$ cat config.mk
export PLATFORM = sky130hd
export DESIGN_NAME = eeprom_mac_reader
export DESIGN_NICKNAME = d
export VERILOG_FILES = /design/src/rtl/eemr_pkg.sv /design/src/rtl/eemr_tick.sv /design/src/rtl/eemr_engine.sv /design/src/rtl/eemr_mac_seq.sv /design/src/rtl/eeprom_mac_reader.sv
export SDC_FILE = /design/constraint.sdc
export NUM_CORES = 1
export LEC_CHECK = 0
export BUFFER_PORTS_ARGS = -buffer_cell sky130_fd_sc_hd__buf_2
export CELL_PAD_IN_SITES_DETAIL_PLACEMENT = 1
export CELL_PAD_IN_SITES_GLOBAL_PLACEMENT = 2
export CORE_ASPECT_RATIO = 1.2
export CORE_MARGIN = 2
export CORE_UTILIZATION = 35
export DETAILED_ROUTE_END_ITERATION = 7
export GPL_TIMING_DRIVEN = 0
export PLACE_DENSITY = 0.74
export SLEW_MARGIN = 20
export SYNTH_ARGS = -nofsm -noshare
export SYNTH_HDL_FRONTEND = slang
export SYNTH_SLANG_ARGS = --single-unit
$ cat constraint.sdc
create_clock -name clk -period 2.8 [get_ports clk]
set_clock_uncertainty 0.1 [all_clocks]
set_input_delay 0.42 -clock clk [delete_from_list [all_inputs] [get_ports clk]]
set_output_delay 0.42 -clock clk [all_outputs]
set_load 0.01 [all_outputs]
$ cat src/rtl/eemr_pkg.sv
package eemr_pkg;
  typedef enum logic [2:0] {
    ST_IDLE,
    ST_SETUP,
    ST_CMD_LO,
    ST_CMD_HI,
    ST_GAP,
    ST_DAT_HI,
    ST_DAT_LO
  } eng_state_t;

  localparam logic [2:0] OP_READ = 3'b110;
  localparam int unsigned CMD_PAD = 2;
endpackage

$ cat src/rtl/eemr_tick.sv
module eemr_tick #(
  parameter int unsigned DIVW = 8
) (
  input  logic            clk,
  input  logic            rst_n,
  input  logic            load,
  input  logic            run,
  input  logic [DIVW-1:0] div_in,
  output logic            tick
);
  logic [DIVW-1:0] div_q, div_d;
  logic [DIVW-1:0] cnt_q, cnt_d;

  always_comb begin
    div_d = load ? div_in : div_q;
    if (!run)               cnt_d = '0;
    else if (cnt_q == div_q) cnt_d = '0;
    else                    cnt_d = cnt_q + 1'b1;
  end

  always_ff @(posedge clk or negedge rst_n) begin
    if (!rst_n) begin
      div_q <= '0;
      cnt_q <= '0;
    end else begin
      div_q <= div_d;
      cnt_q <= cnt_d;
    end
  end

  assign tick = run && (cnt_q == div_q);

  // the phase counter never passes the captured divide value
  a_r2_cnt_bound: assert property (@(posedge clk) disable iff (!rst_n)
    run |-> (cnt_q <= div_q));
endmodule

$ cat src/rtl/eemr_engine.sv
module eemr_engine
  import eemr_pkg::*;
#(
  parameter int unsigned ADDRW = 6,
  parameter int unsigned WORDW = 16
) (
  input  logic             clk,
  input  logic             rst_n,
  input  logic             start,
  input  logic [ADDRW-1:0] addr,
  input  logic             tick,
  input  logic             ee_do,
  output logic             active,
  output logic             ee_cs,
  output logic             ee_sk,
  output logic             ee_di,
  output logic             word_valid,
  output logic [WORDW-1:0] word_data
);
  localparam int unsigned CMDW = CMD_PAD + 3 + ADDRW;
  localparam int unsigned MAXN = (WORDW > CMDW) ? WORDW : CMDW;
  localparam int unsigned CNTW = $clog2(MAXN);

  eng_state_t       state_q, state_d;
  logic [CNTW-1:0]  cnt_q, cnt_d;
  logic [CMDW-1:0]  cmd_q, cmd_d;
  logic [WORDW-1:0] shf_q, shf_d;
  logic [WORDW-1:0] word_q, word_d;
  logic             valid_q, valid_d;

  always_comb begin
    state_d = state_q;
    cnt_d   = cnt_q;
    cmd_d   = cmd_q;
    shf_d   = shf_q;
    word_d  = word_q;
    valid_d = 1'b0;
    unique case (state_q)
      ST_IDLE: if (start) begin
        state_d = ST_SETUP;
        cnt_d   = '0;
        cmd_d   = {{CMD_PAD{1'b0}}, OP_READ, addr};
      end
      ST_SETUP:  if (tick) state_d = ST_CMD_LO;
      ST_CMD_LO: if (tick) state_d = ST_CMD_HI;
      ST_CMD_HI: if (tick) begin
        cmd_d = {cmd_q[CMDW-2:0], 1'b0};
        if (cnt_q == CNTW'(CMDW-1)) begin
          cnt_d   = '0;
          state_d = ST_GAP;
        end else begin
          cnt_d   = cnt_q + 1'b1;
          state_d = ST_CMD_LO;
        end
      end
      ST_GAP:    if (tick) state_d = ST_DAT_HI;
      ST_DAT_HI: if (tick) begin
        shf_d   = {ee_do, shf_q[WORDW-1:1]};
        state_d = ST_DAT_LO;
      end
      ST_DAT_LO: if (tick) begin
        if (cnt_q == CNTW'(WORDW-1)) begin
          state_d = ST_IDLE;
          valid_d = 1'b1;
          word_d  = shf_q;
        end else begin
          cnt_d   = cnt_q + 1'b1;
          state_d = ST_DAT_HI;
        end
      end
      default: state_d = ST_IDLE;
    endcase
  end

  always_ff @(posedge clk or negedge rst_n) begin
    if (!rst_n) begin
      state_q <= ST_IDLE;
      cnt_q   <= '0;
      cmd_q   <= '0;
      shf_q   <= '0;
      word_q  <= '0;
      valid_q <= 1'b0;
    end else begin
      state_q <= state_d;
      cnt_q   <= cnt_d;
      cmd_q   <= cmd_d;
      shf_q   <= shf_d;
      word_q  <= word_d;
      valid_q <= valid_d;
    end
  end

  assign active     = (state_q != ST_IDLE);
  assign ee_cs      = (state_q != ST_IDLE);
  assign ee_sk      = (state_q == ST_CMD_HI) || (state_q == ST_DAT_HI);
  assign ee_di      = ((state_q == ST_CMD_LO) || (state_q == ST_CMD_HI)) && cmd_q[CMDW-1];
  assign word_valid = valid_q;
  assign word_data  = word_q;

  // shift clock only inside a selected access
  a_r3_sk_needs_cs: assert property (@(posedge clk) disable iff (!rst_n)
    ee_sk |-> ee_cs);
  // data line held while the shift clock is high
  a_r1_di_stable_hi: assert property (@(posedge clk) disable iff (!rst_n)
    (ee_sk && $past(ee_sk)) |-> $stable(ee_di));
  // lines parked at the word strobe
  a_r5_idle_at_strobe: assert property (@(posedge clk) disable iff (!rst_n)
    word_valid |-> (!ee_cs && !ee_sk && !ee_di));
  // strobe lasts one cycle
  a_r5_strobe_single: assert property (@(posedge clk) disable iff (!rst_n)
    word_valid |=> !word_valid);
endmodule

$ cat src/rtl/eemr_mac_seq.sv
module eemr_mac_seq #(
  parameter int unsigned ADDRW  = 6,
  parameter int unsigned WORDW  = 16,
  parameter int unsigned BASE   = 6,
  parameter int unsigned NWORDS = 4
) (
  input  logic                         clk,
  input  logic                         rst_n,
  input  logic                         mac_start,
  input  logic                         eng_busy,
  input  logic                         word_valid,
  input  logic [WORDW-1:0]             word_data,
  output logic                         go,
  output logic [ADDRW-1:0]             go_addr,
  output logic                         seq_active,
  output logic [(NWORDS-1)*WORDW-1:0]  mac_addr,
  output logic                         mac_done
);
  localparam int unsigned IDXW   = $clog2(NWORDS);
  localparam int unsigned NCHUNK = NWORDS - 1;

  logic             act_q, act_d;
  logic [IDXW-1:0]  idx_q, idx_d;
  logic             msb_q, msb_d;
  logic             done_q, done_d;
  logic             accept, take;
  logic [WORDW-1:0] chunk_q [NCHUNK];

  assign accept = mac_start && !eng_busy && !act_q;
  assign take   = act_q && word_valid;
  assign go     = accept || (take && (idx_q != IDXW'(NWORDS-1)));
  assign go_addr = accept ? ADDRW'(BASE) : (ADDRW'(BASE) + ADDRW'(idx_q) + 1'b1);

  always_comb begin
    act_d  = act_q;
    idx_d  = idx_q;
    msb_d  = msb_q;
    done_d = done_q;
    if (accept) begin
      act_d  = 1'b1;
      idx_d  = '0;
      done_d = 1'b0;
    end else if (take) begin
      msb_d = word_data[WORDW-1];
      idx_d = idx_q + 1'b1;
      if (idx_q == IDXW'(NWORDS-1)) begin
        act_d  = 1'b0;
        done_d = 1'b1;
      end
    end
  end

  always_ff @(posedge clk or negedge rst_n) begin
    if (!rst_n) begin
      act_q  <= 1'b0;
      idx_q  <= '0;
      msb_q  <= 1'b0;
      done_q <= 1'b0;
    end else begin
      act_q  <= act_d;
      idx_q  <= idx_d;
      msb_q  <= msb_d;
      done_q <= done_d;
    end
  end

  for (genvar gi = 0; gi < NCHUNK; gi++) begin : g_chunk
    logic             we;
    logic [WORDW-1:0] nxt;
    assign we  = take && (idx_q == IDXW'(gi + 1));
    assign nxt = we ? {word_data[WORDW-2:0], msb_q} : chunk_q[gi];
    always_ff @(posedge clk or negedge rst_n) begin
      if (!rst_n) chunk_q[gi] <= '0;
      else        chunk_q[gi] <= nxt;
    end
    assign mac_addr[gi*WORDW +: WORDW] = chunk_q[gi];
  end

  assign seq_active = act_q;
  assign mac_done   = done_q;

  // done only rises at the close of a running fetch
  a_r8_done_after_seq: assert property (@(posedge clk) disable iff (!rst_n)
    $rose(mac_done) |-> $past(seq_active));
  // a new word is only launched while the engine is idle
  a_r7_go_when_idle: assert property (@(posedge clk) disable iff (!rst_n)
    go |-> !eng_busy);
endmodule

$ cat src/rtl/eeprom_mac_reader.sv
module eeprom_mac_reader #(
  parameter int unsigned DIVW      = 8,
  parameter int unsigned ADDRW     = 6,
  parameter int unsigned WORDW     = 16,
  parameter int unsigned MAC_BASE  = 6,
  parameter int unsigned MAC_WORDS = 4
) (
  input  logic                              clk,
  input  logic                              rst_n,
  input  logic [DIVW-1:0]                   clk_div,
  input  logic                              rd_start,
  input  logic [ADDRW-1:0]                  rd_addr,
  input  logic                              mac_start,
  output logic                              ee_cs,
  output logic                              ee_sk,
  output logic                              ee_di,
  input  logic                              ee_do,
  output logic                              busy,
  output logic                              word_valid,
  output logic [WORDW-1:0]                  word_data,
  output logic [(MAC_WORDS-1)*WORDW-1:0]    mac_addr,
  output logic                              mac_done
);
  logic             eng_active, tick;
  logic             seq_go, seq_active, rd_go, eng_start;
  logic [ADDRW-1:0] seq_addr, eng_addr;

  assign busy      = eng_active || seq_active;
  assign rd_go     = rd_start && !busy && !mac_start;
  assign eng_start = rd_go || seq_go;
  assign eng_addr  = seq_go ? seq_addr : rd_addr;

  eemr_tick #(.DIVW(DIVW)) u_tick (
    .clk    (clk),
    .rst_n  (rst_n),
    .load   (eng_start),
    .run    (eng_active),
    .div_in (clk_div),
    .tick   (tick)
  );

  eemr_engine #(.ADDRW(ADDRW), .WORDW(WORDW)) u_engine (
    .clk        (clk),
    .rst_n      (rst_n),
    .start      (eng_start),
    .addr       (eng_addr),
    .tick       (tick),
    .ee_do      (ee_do),
    .active     (eng_active),
    .ee_cs      (ee_cs),
    .ee_sk      (ee_sk),
    .ee_di      (ee_di),
    .word_valid (word_valid),
    .word_data  (word_data)
  );

  eemr_mac_seq #(.ADDRW(ADDRW), .WORDW(WORDW), .BASE(MAC_BASE), .NWORDS(MAC_WORDS)) u_seq (
    .clk        (clk),
    .rst_n      (rst_n),
    .mac_start  (mac_start),
    .eng_busy   (eng_active),
    .word_valid (word_valid),
    .word_data  (word_data),
    .go         (seq_go),
    .go_addr    (seq_addr),
    .seq_active (seq_active),
    .mac_addr   (mac_addr),
    .mac_done   (mac_done)
  );

  // a joint request from idle starts the fetch, not a single read
  a_r9_fetch_wins: assert property (@(posedge clk) disable iff (!rst_n)
    (rd_start && mac_start && !busy) |=> (seq_active && !mac_done));
  // busy rises after any accepted request
  a_r6_busy_after_go: assert property (@(posedge clk) disable iff (!rst_n)
    (eng_start && !busy) |=> busy);
endmodule

==> impl_results.md <==
- Top-area cell type share of the netlist area: between 50% and 60%
- EDFF count, synth: 0
- Worst-Margin Slew: about 0.70 ns
- Final hold slack: about 0.14 ns
- Postcts setup bufs: 0
- CORE AREA: around 14000 um2
- PortBufs: 88
- Layout cell share with drive strength beyond 1: 45.9%
- Detail Placement HPWL: 7990 um
- Top post-synthesis cells by area: dfrtp_1 (59%), mux2_2 (18%), mux2_4 (2.9%)
- Die H: between 100 and 150 um
- GR Util met2: a little over a quarter
- Diode count: 0
- Synthesized flop and latch total: 120
- Pleak: ~3.4 nW
- Reg-to-Reg End: u_engine.word_data[7]$_DFFE_PN0P_
- Endpoints failing setup: 0
- Largest net degree at the start of global routing: slightly above 80
- Die Area: approximately 16000 um2
- Syn avg cell area: roughly 14 um2
- Met1 Track Usage GR: a little under a fifth
- Clock latency at the later pin of the worst-skew pair: between 0.4 and 0.5 ns
- Setup slack, reg-to-reg: 0.25 ns
- Worst Hold Class: input port to register
- GR peak layer: met2
- DRT Pass-1 Iters: 4
- RSZ-0062 raised after global routing: no
- Initial antenna violation count: 0
- Crit. End Element: register
- Crit path cell chain: xor2_1, nor4_4, and2_2, and4_1, buf_2, buf_4, mux2_2
- Tcrit/Tclk final: roughly nine tenths
- Routed WL per cell: roughly 17 um
- Grt met3 use: under 10%
- Post-Route WL: 11500 um
- Yosys top cell by area: dfrtp_1
- Hold path depth: 2
- PD cells: between 700 and 800 nW/um2
- Final Core Density: between 40% and 50%
- TritonCTS buffer count: 17
- Gr ovfl total: 0
- Worst setup SP type: register
- Critical Path AT: approximately 2.8 ns
- Fin cells: 674
- Clock sinks: 120
- DR DRC count: 0
- Tmin final: around 2.6 ns
- Routed Antenna Nets: 0
- R2r worst-path depth: 7
- # Max-Cap Violations: 0
- Slowest stage delay, CP: approximately 0.42 ns
- Ys async rst share: 100%
- Status: complete, no violations
- CTS tree: built
- Via-per-instance ratio: about 5
- Hold endpoint: u_engine.shf_q[15]$_DFFE_PN0P_
- Die span in x: ~110 um
- Sequential area share after synthesis: between 50 and 60%
- YS warnings: 0
- Placed cell count: around 640
- CP delay by family, top: simple AND/OR/NAND/NOR gates
- Syn Std Cell Area: 5120 um2
- Most used DFF post-synth: dfrtp_1
- Final hold vios: 0
- Initial Util: between 30% and 40%
- Critical path type: register to register
- H-tree levels: 4
- Syn Nets: a little over 400
- Slew HR: a little over half
- Nets: about 510
- Root Buffer: clkbuf_16
- CTS clk-pin slew, worst paths: 0.05 ns
- Worst Min Path Start: ee_do
- Final Slew Violations: 0
- First-pass GRT wire length: 19100 um
- Critical-path top delay cell: dfrtp_1
- Vias in the first global route: about 3700
- Max Freq: between 300 and 400 MHz
- P&R area growth vs syn: 25.3%
- GRT Util Overall: between 10% and 20%
- Placer congestion estimate: a little over 0.8
- Worst vdd ir: 0.300 mV
- Row cnt: 48
- Peak fanout along the critical path: 10
- Post-synthesis cell count: ~380
- Reg-to-Reg Start: u_tick.cnt_q[3]$_DFF_PN0_
- Drt initial violations: a little over 100
- Io pins: roughly 90
- Synth cell types: 51
- Post-route cell area: 6410 um2
- Placed cell area: 5810 um2
- Worst path required time: roughly 3.0 ns
- Via Count: between 3000 and 4000
- Clock buffer depth: 2
- Worst path bufs/invs: 2
[cells in the final DEF (no fill, tap or decap), drive strengths merged, types with 2 or more instances in the layout]
cell	synthesis	layout
dfrtp	120	120
buf	9	98
mux2	93	93
clkbuf	6	30
nand2	22	22
nand3	14	14
nor2	13	13
inv	11	11
xor2	10	10
ha	8	8
clkinv	1	6
nor3	5	5
and3	5	5
xnor2	4	4
a31oi	4	4
o31ai	4	4
o21ai	4	4
or3	3	3
nand2b	3	3
a21oi	3	3
nand3b	3	3
a22o	3	3
a22oi	3	3
nor4	3	3
or2	2	2
nor2b	2	2
a21boi	2	2
o22ai	2	2
bufinv	0	2
and2	2	2
[per-stage QoR]
stage               worst slack (ns)  total power [mW]  TNS, ns
finish                         0.245              4.71        0
global route                  0.0851              4.97        0
CTS                           0.0743              4.76        0
detailed placement             0.113              2.61        0
global placement              -0.312              2.58   -35.70
floorplan                      0.521              2.41        0
[per-layer routing]
metal / part of all wire (%) / vias to the layer above
met5: 0 / -
met4: 1.9 / 0
met3: 5.2 / 18
met2: 51 / 72
met1: 42 / 1727
li1: - / 1552
[what timing repair did]
action	in CTS	in global routing
endpoints found under the setup margin	0	17
gates resized for setup	0	3
hold buffers	1	0
endpoints found under the hold margin	40	0
[synth_stat cells, types with 2 or more instances]
master	n
ha_1	8
or3_1	3
nor2_1	13
mux2_4	10
xnor2_1	4
a22o_1	3
nand3_1	14
nand3b_1	3
o22ai_1	2
a21oi_1	3
a22oi_1	3
and3_2	2
clkbuf_1	6
o31ai_1	4
xor2_1	10
nor2b_1	2
nor4_2	2
nand2_1	21
and3_1	3
dfrtp_1	120
mux2_2	83
a21boi_0	2
a31oi_1	4
nand2b_1	3
nor3_1	5
or2_2	2
buf_2	6
o21ai_0	3
inv_1	11
[layout make-up]
cell class / count / area, um2
Buffer: 15 / 91.3
Clock buffer: 24 / 472
Clock inverter: 8 / 96.3
Fill cell: 1538 / 7940
Inverter: 12 / 45.0
Multi-Input combinational cell: 230 / 2000
Sequential cell: 120 / 3000
Tap cell: 175 / 219
Timing Repair Buffer: 90 / 484
[registers in the layout, summed over array words and instances (netlist names)]
signal,cells
u_engine.word_valid,1
u_engine.state_q,3
u_seq.seq_active,1
u_engine.cmd_q,11
u_engine.shf_q,16
u_seq.idx_q,2
u_seq.mac_addr,48
u_tick.cnt_q,8
u_seq.msb_q,1
u_engine.word_data,16
u_engine.cnt_q,4
u_seq.mac_done,1
u_tick.div_q,8
[worst reg2reg max path: cells and delay by family (launching register included)]
kind                   cells  cell delay (ns)
multiplexers               1             0.37
AND/OR/NAND/NOR            3             0.87
buffers and inverters      2             0.48
flip-flops                 1             0.42
XOR/XNOR                   1             0.20
[logic make-up after synthesis]
family	Yosys count	synth area share [%]
AO/OA/AOI/OAI	34	4.74
XOR/XNOR	14	2.40
adder cells (fa/ha/maj)	8	1.96
buffers and inverters	27	2.66
flip-flops	120	58.7
multiplexers	94	21.4
AND/OR/NAND/NOR	80	8.19
[worst max path at each step]
stage,slack [ns],from,end,cells after the start
floorplan,0.52,u_tick.cnt_q[3]$_DFF_PN0_,u_engine.shf_q[10]$_DFFE_PN0P_,7
global placement,-0.31,rst_n,u_seq.mac_addr[43]$_DFFE_PN0P_,1
detailed placement,0.11,u_engine.state_q[1]$_DFFE_PN0P_,u_engine.cnt_q[1]$_DFFE_PN0P_,6
CTS,0.07,u_engine.state_q[1]$_DFFE_PN0P_,u_engine.cnt_q[1]$_DFFE_PN0P_,6
global route,0.09,u_seq.idx_q[0]$_DFFE_PN0P_,u_engine.cmd_q[3]$_DFFE_PN0P_,7
finish,0.25,u_tick.cnt_q[3]$_DFF_PN0_,u_engine.word_data[7]$_DFFE_PN0P_,7
[power by group]
part	total, mW	internal [mW]	switching [mW]
clock	2.11	1.35	0.755
combinational	0.662	0.270	0.392
sequential	1.95	1.85	0.0990
total	4.71	3.47	1.25
(Power assumes the default switching activity.)
